$ cat config.mk
export PLATFORM = sky130hd
export DESIGN_NAME = periodic_irq_reinject
export DESIGN_NICKNAME = d
export VERILOG_FILES = /design/src/rtl/periodic_irq_reinject.sv
export SDC_FILE = /design/constraint.sdc
export NUM_CORES = 1
export LEC_CHECK = 0
export BUFFER_PORTS_ARGS = -buffer_cell sky130_fd_sc_hd__buf_4
export CAP_MARGIN = 30
export CORE_ASPECT_RATIO = 1.2
export CORE_MARGIN = 2
export CORE_UTILIZATION = 56
export CTS_CLUSTER_SIZE = 40
export DETAILED_ROUTE_END_ITERATION = 8
export PLACE_DENSITY_LB_ADDON = 0.15
export SYNTH_ARGS = -nofsm -noshare
export SYNTH_HDL_FRONTEND = slang
export SYNTH_SLANG_ARGS = --single-unit
$ cat constraint.sdc
create_clock -name clk -period 9 [get_ports clk]
set_input_delay 1.8 -clock clk [delete_from_list [all_inputs] [get_ports clk]]
set_output_delay 1.8 -clock clk [all_outputs]
set_load 0.005 [all_outputs]
$ cat src/rtl/periodic_irq_reinject.sv
module periodic_irq_reinject #(
  parameter bit COMPENSATE = 1'b1,
  parameter int MISS_W     = 12,
  parameter int ACK_CAP    = 20,
  parameter int ACK_W      = 5
) (
  input  logic              clk,
  input  logic              rst_n,
  input  logic              tick_32k,
  input  logic [3:0]        rate_code,
  input  logic              pie,
  input  logic              stat_rd,
  input  logic              irq_accept,
  output logic              irq,
  output logic              irq_try,
  output logic [1:0]        stat_flags,
  output logic [MISS_W-1:0] missed_cnt
);
  localparam int LEN_W = 15;
  localparam int PH_W  = 14;
  localparam int TOT_W = MISS_W + LEN_W + 1;
  localparam int MUL_W = LEN_W + 4;

  logic [3:0]        lg_now, lg_q;
  logic              on_now, on_q;
  logic [LEN_W-1:0]  len_now;
  logic [PH_W-1:0]   ph, ph_nxt;
  logic [LEN_W-1:0]  cu, cu_nxt;
  logic [MISS_W-1:0] miss_nxt;
  logic [ACK_W-1:0]  ack, ack_nxt;
  logic              irqf, pf;
  logic              chg, start, expire, catchup, reinj, inc, dec;
  logic [3:0]        cdiv;
  logic [LEN_W-1:0]  elapsed;
  logic [TOT_W-1:0]  total, shifted, rem;

  always_comb begin
    case (rate_code)
      4'd1:    lg_now = 4'd7;
      4'd2:    lg_now = 4'd8;
      default: lg_now = rate_code - 4'd1;
    endcase
  end

  assign on_now  = pie && (rate_code != 4'd0);
  assign len_now = LEN_W'(1) << lg_now;
  assign chg     = on_now && on_q && (lg_now != lg_q);
  assign start   = on_now && !on_q;
  assign elapsed = {1'b0, ph} + LEN_W'(tick_32k);
  assign cdiv    = (missed_cnt >= MISS_W'(7)) ? 4'd8 : 4'(missed_cnt) + 4'd1;

  assign expire  = on_now && on_q && !chg && tick_32k &&
                   (({1'b0, ph} + LEN_W'(1)) == len_now);
  assign catchup = COMPENSATE && on_now && on_q && !chg && (missed_cnt != '0) && tick_32k &&
                   ((MUL_W'(cu) + MUL_W'(2)) * MUL_W'(cdiv) > MUL_W'(len_now));
  assign reinj   = COMPENSATE && stat_rd && on_now && !chg && (missed_cnt != '0) &&
                   (ack < ACK_W'(ACK_CAP));
  assign irq_try = expire || catchup || reinj;
  assign inc     = COMPENSATE && expire && !irq_accept;
  assign dec     = (catchup || reinj) && irq_accept && !inc;

  assign total   = (TOT_W'(missed_cnt) << lg_q) + TOT_W'(elapsed);
  assign shifted = total >> lg_now;
  assign rem     = total & TOT_W'(len_now - LEN_W'(1));

  always_comb begin
    miss_nxt = missed_cnt;
    if (!on_now || start)
      miss_nxt = '0;
    else if (chg)
      miss_nxt = !COMPENSATE ? '0 :
                 (|(shifted >> MISS_W)) ? '1 : MISS_W'(shifted);
    else if (inc)
      miss_nxt = (missed_cnt == '1) ? missed_cnt : missed_cnt + MISS_W'(1);
    else if (dec)
      miss_nxt = missed_cnt - MISS_W'(1);
  end

  always_comb begin
    ph_nxt = ph;
    if (!on_now || start)
      ph_nxt = '0;
    else if (chg)
      ph_nxt = COMPENSATE ? PH_W'(rem) :
               (elapsed >= len_now) ? PH_W'(len_now - LEN_W'(1)) : PH_W'(elapsed);
    else if (expire)
      ph_nxt = '0;
    else if (tick_32k)
      ph_nxt = ph + PH_W'(1);
  end

  assign cu_nxt  = (!on_now || chg || catchup || (miss_nxt != missed_cnt) || (missed_cnt == '0)) ? '0 :
                   tick_32k ? cu + LEN_W'(1) : cu;
  assign ack_nxt = reinj ? ack + ACK_W'(1) :
                   (COMPENSATE && expire && (ack >= ACK_W'(ACK_CAP))) ? '0 : ack;

  always_ff @(posedge clk or negedge rst_n) begin
    if (!rst_n) begin
      lg_q       <= '0;
      on_q       <= 1'b0;
      ph         <= '0;
      cu         <= '0;
      ack        <= '0;
      missed_cnt <= '0;
      irqf       <= 1'b0;
      pf         <= 1'b0;
    end else begin
      lg_q       <= lg_now;
      on_q       <= on_now;
      ph         <= ph_nxt;
      cu         <= cu_nxt;
      ack        <= ack_nxt;
      missed_cnt <= miss_nxt;
      irqf       <= irq_try ? 1'b1 : stat_rd ? 1'b0 : irqf;
      pf         <= irq_try ? 1'b1 : stat_rd ? 1'b0 : pf;
    end
  end

  assign irq        = irqf;
  assign stat_flags = {irqf, pf};
endmodule

==> summary.md <==
| Metric | Value |
|---|---|
| Status | `completed` |
| CP Capture Type | `primary output` |
| Max-slew violation count | `0` |
| Flop pwr share | `26.9%` |
| Synthesized instance count | `1334` |
| Vias/cell | `6.65` |
| Initial Utilization | `56.8%` |
| Most common cell after layout, fill and taps aside | `nand2_1` |
| FF+latch area | `1300 µm²` |
| Async SR Flop Fraction | `100%` |
| Dpl cell area | `10200 µm²` |
| Total track usage | `34.4%` |
| Global-route wire length before repair | `51.8 mm` |
| Static leakage | `4.42 nW` |
| Worst hold path endpoint | `ack[0]` |
| Reg2reg end | `cu[3]` |
| Met2 Use GR | `60.6%` |
| Worst path arrival time | `6.79 ns` |
| Fin Setup TNS | `0 ns` |
| Design area | `10300 µm²` |
| Vias in the first global route | `9879` |
| CTS tree | `yes` |
| Initial DRT Pass Iterations | `6` |
| Initial antenna violation count | `0` |
| Reg2Reg Launch Point | `missed_cnt[5]` |
| Clock Skews | `0.0128 ns` |
| Internal Dissipation | `0.569 mW` |
| Share of post-route cells with drive strength above 1 | `9.33%` |
| Yosys warning count | `0` |
| Seq/Total Area, Yosys | `13.2%` |
| Area Overhead vs Synth | `4.88%` |
| Die Span X | `125 µm` |
| Hold Vio Cnt, Final | `0` |
| DIE AREA | `18700 µm²` |
| Clock Path Buffers | `2` |
| Layout net count | `1421` |
| CP startpoint kind | `flop` |
| CTS Hold Bufs | `0` |
| CP max-delay cell | `fa_1` |
| Worst Path Required | `7.20 ns` |
| Sw Pwr | `0.508 mW` |
| GR Overflow Total | `0` |
| Mapped Avg Cell Area | `7.39 µm²` |
| Average wire per standard cell | `21.1 µm` |
| PD cells | `104 nW/µm²` |
| Post-CTS Setup Inserts | `0` |
| Worst-skew pair later-pin latency | `0.30 ns` |
| GP Congestion | `0.954` |
| Post-synth net total | `1438` |
| Antenna Violating Nets Remaining | `0` |
| Relative slew slack | `33.1%` |
| H-tree Lvls | `2` |
| Synth Register Bits | `52` |
| Via count | `10200` |
| Hold Crit Depth | `1` |
| HPWL Detailed | `25.1 mm` |
| Post-cts sizing count | `0` |
| Rows | `53` |
| Post-Place Setup Slack | `0.641 ns` |
| Layer with the highest usage | `met2` |
| Max stage delay on crit path | `0.54 ns` |
| Slew @ Worst Pin | `1.00 ns` |
| Combinational Power Share | `53.2%` |
| IO Port Bufs | `25` |
| Yosys cell types | `87` |
| GRT met1 Usage | `39.5%` |
| Hold Startpoint | `ack[0]` |
| Area taken by multi-input logic gates | `7930 µm²` |
| Max Freq | `116 MHz` |
| Routing usage on met3 | `3.69%` |
| R2R setup slack | `1.04 ns` |
| Clock sink count | `52` |
| R2R cell count | `30` |
| Maxcap violations | `0` |
| Layout Cells excl Fill | `1538` |
| DRC viols | `0` |
| Mapped Area | `9860 µm²` |
| DRT iter0 DRCs | `1049` |
| Ports | `26` |
| Unrepaired setup endpoints after global routing | `false` |
| Clk slew on worst S/H paths | `0.08 ns` |
| Post-synth top flop | `dfrtp_1` |
| Num CTS Buffers | `5` |
| Fin crit period | `8.59 ns` |
| Setup ws final | `0.406 ns` |
| Switching Fraction | `47.2%` |
| Crit Path Class | `reg -> out` |
| Root Driver | `clkbuf_16` |
| EDFF count, synth | `0` |
| Die Y-Extent | `149 µm` |
| Clock share of power | `19.9%` |
| FILL cells | `1665` |
| Floorplan Core Area | `17400 µm²` |
| Dpl cells | `1528` |
| Endpoints failing setup | `0` |
| Fin crit share | `95.5%` |
| Most frequent cells in the layout | `nand2_1 (141), nor2_1 (133), o21ai_0 (97), inv_1 (75), a21oi_1 (71)` |
| Pin count of the biggest net entering global routing | `53` |
| HP Class | `reg -> reg` |
| Max VDD drop | `0.101 mV` |
| Antenna Cells | `0` |
| Worst-path fanout max | `11` |
| Drt total wl | `32.4 mm` |
[layer usage]
layer	vias up	wire length, µm
met5	-	0
met4	0	2460
met3	132	2040
met2	478	15600
met1	4830	12200
li1	4795	-
[worst max-delay path: cells and delay by family, from the launching register on]
family | cells | cell delay [ns]
AO/OA/AOI/OAI | 10 | 1.98
XOR/XNOR | 1 | 0.14
adder cells (fa/ha/maj) | 4 | 1.72
buffers and inverters | 4 | 0.63
flip-flops | 1 | 0.49
AND/OR/NAND/NOR | 7 | 1.51
[state kept, by name (all words and copies together), names as in the netlist]
name and flops:
on_q 1, cu 15, missed_cnt 12, ph 14, pf 1, ack 5, lg_q 4
[layout make-up]
| class | count | share of cell area (%) |
|---|---|---|
| Multi-Input combinational cell | 1131 | 76.7 |
| Sequential cell | 52 | 12.6 |
| Timing Repair Buffer | 48 | 3.68 |
| Inverter | 79 | 2.87 |
| Tap cell | 220 | 2.66 |
| Clock buffer | 5 | 1.21 |
| Clock inverter | 3 | 0.278 |
[cells in the mapped netlist (8+ instances only)]
master    instances  area share (%)
a211oi_1         12            0.91
a21o_1           18             1.4
a21oi_1          71             3.6
a221oi_1          9            0.80
a31oi_1          21             1.3
and2_1           21             1.3
and3_1           25             1.6
buf_2            14            0.71
clkbuf_1         45             1.7
dfrtp_1          52              13
fa_1             30             6.1
ha_1             64             8.1
inv_1            75             2.9
mux2_2           13             1.5
mux2i_1          24             2.4
nand2_1         141             5.4
nand2b_1         16             1.0
nand3_1          52             2.6
nand4_1          21             1.3
nor2_1          133             5.1
nor2b_1           8            0.51
nor3_1           33             1.7
nor4_1           11            0.70
nor4_2           12             1.5
o211ai_1         19             1.4
o21ai_0          97             4.9
o22ai_1          20             1.3
o31ai_1           9            0.69
or2_2            12            0.76
or3_1            12            0.76
xnor2_1          60             5.3
xor2_1           42             3.7
[through the flow]
step,utilization [%],power [mW],hold slack (ns)
floorplan,-,0.694,0.494
global placement,58.4,0.842,0.538
detailed placement,58.4,0.846,0.538
CTS,59.3,1.06,0.557
global route,59.5,1.14,0.601
finish,59.5,1.08,0.558
[worst max path at each step]
stage	endpoint	cells past startpoint	startpoint
floorplan	irq_try	25	missed_cnt[3]
global placement	irq_try	27	missed_cnt[3]
detailed placement	irq_try	27	missed_cnt[3]
CTS	irq_try	27	missed_cnt[3]
global route	irq_try	26	missed_cnt[5]
finish	irq_try	26	missed_cnt[5]
[kinds of logic after synthesis]
logic type      Yosys count  share of synthesized area [%]
xor+xnor                102                           9.06
buf+inv                 151                           6.43
mux                      44                           5.52
compound gates          355                           24.0
simple gates            536                           27.6
flops                    52                           13.2
fa+ha+maj                94                           14.2
[power by group through the flow]
stage / clock [mW] / combinational (mW) / sequential [mW]
after floorplan: 0 / 0.419 / 0.275
after global placement: 0 / 0.546 / 0.296
after detailed placement: 0 / 0.550 / 0.297
after CTS: 0.216 / 0.553 / 0.292
after global routing: 0.223 / 0.620 / 0.294
final: 0.215 / 0.573 / 0.290
Note: power is estimated with default switching activity, not from simulation.
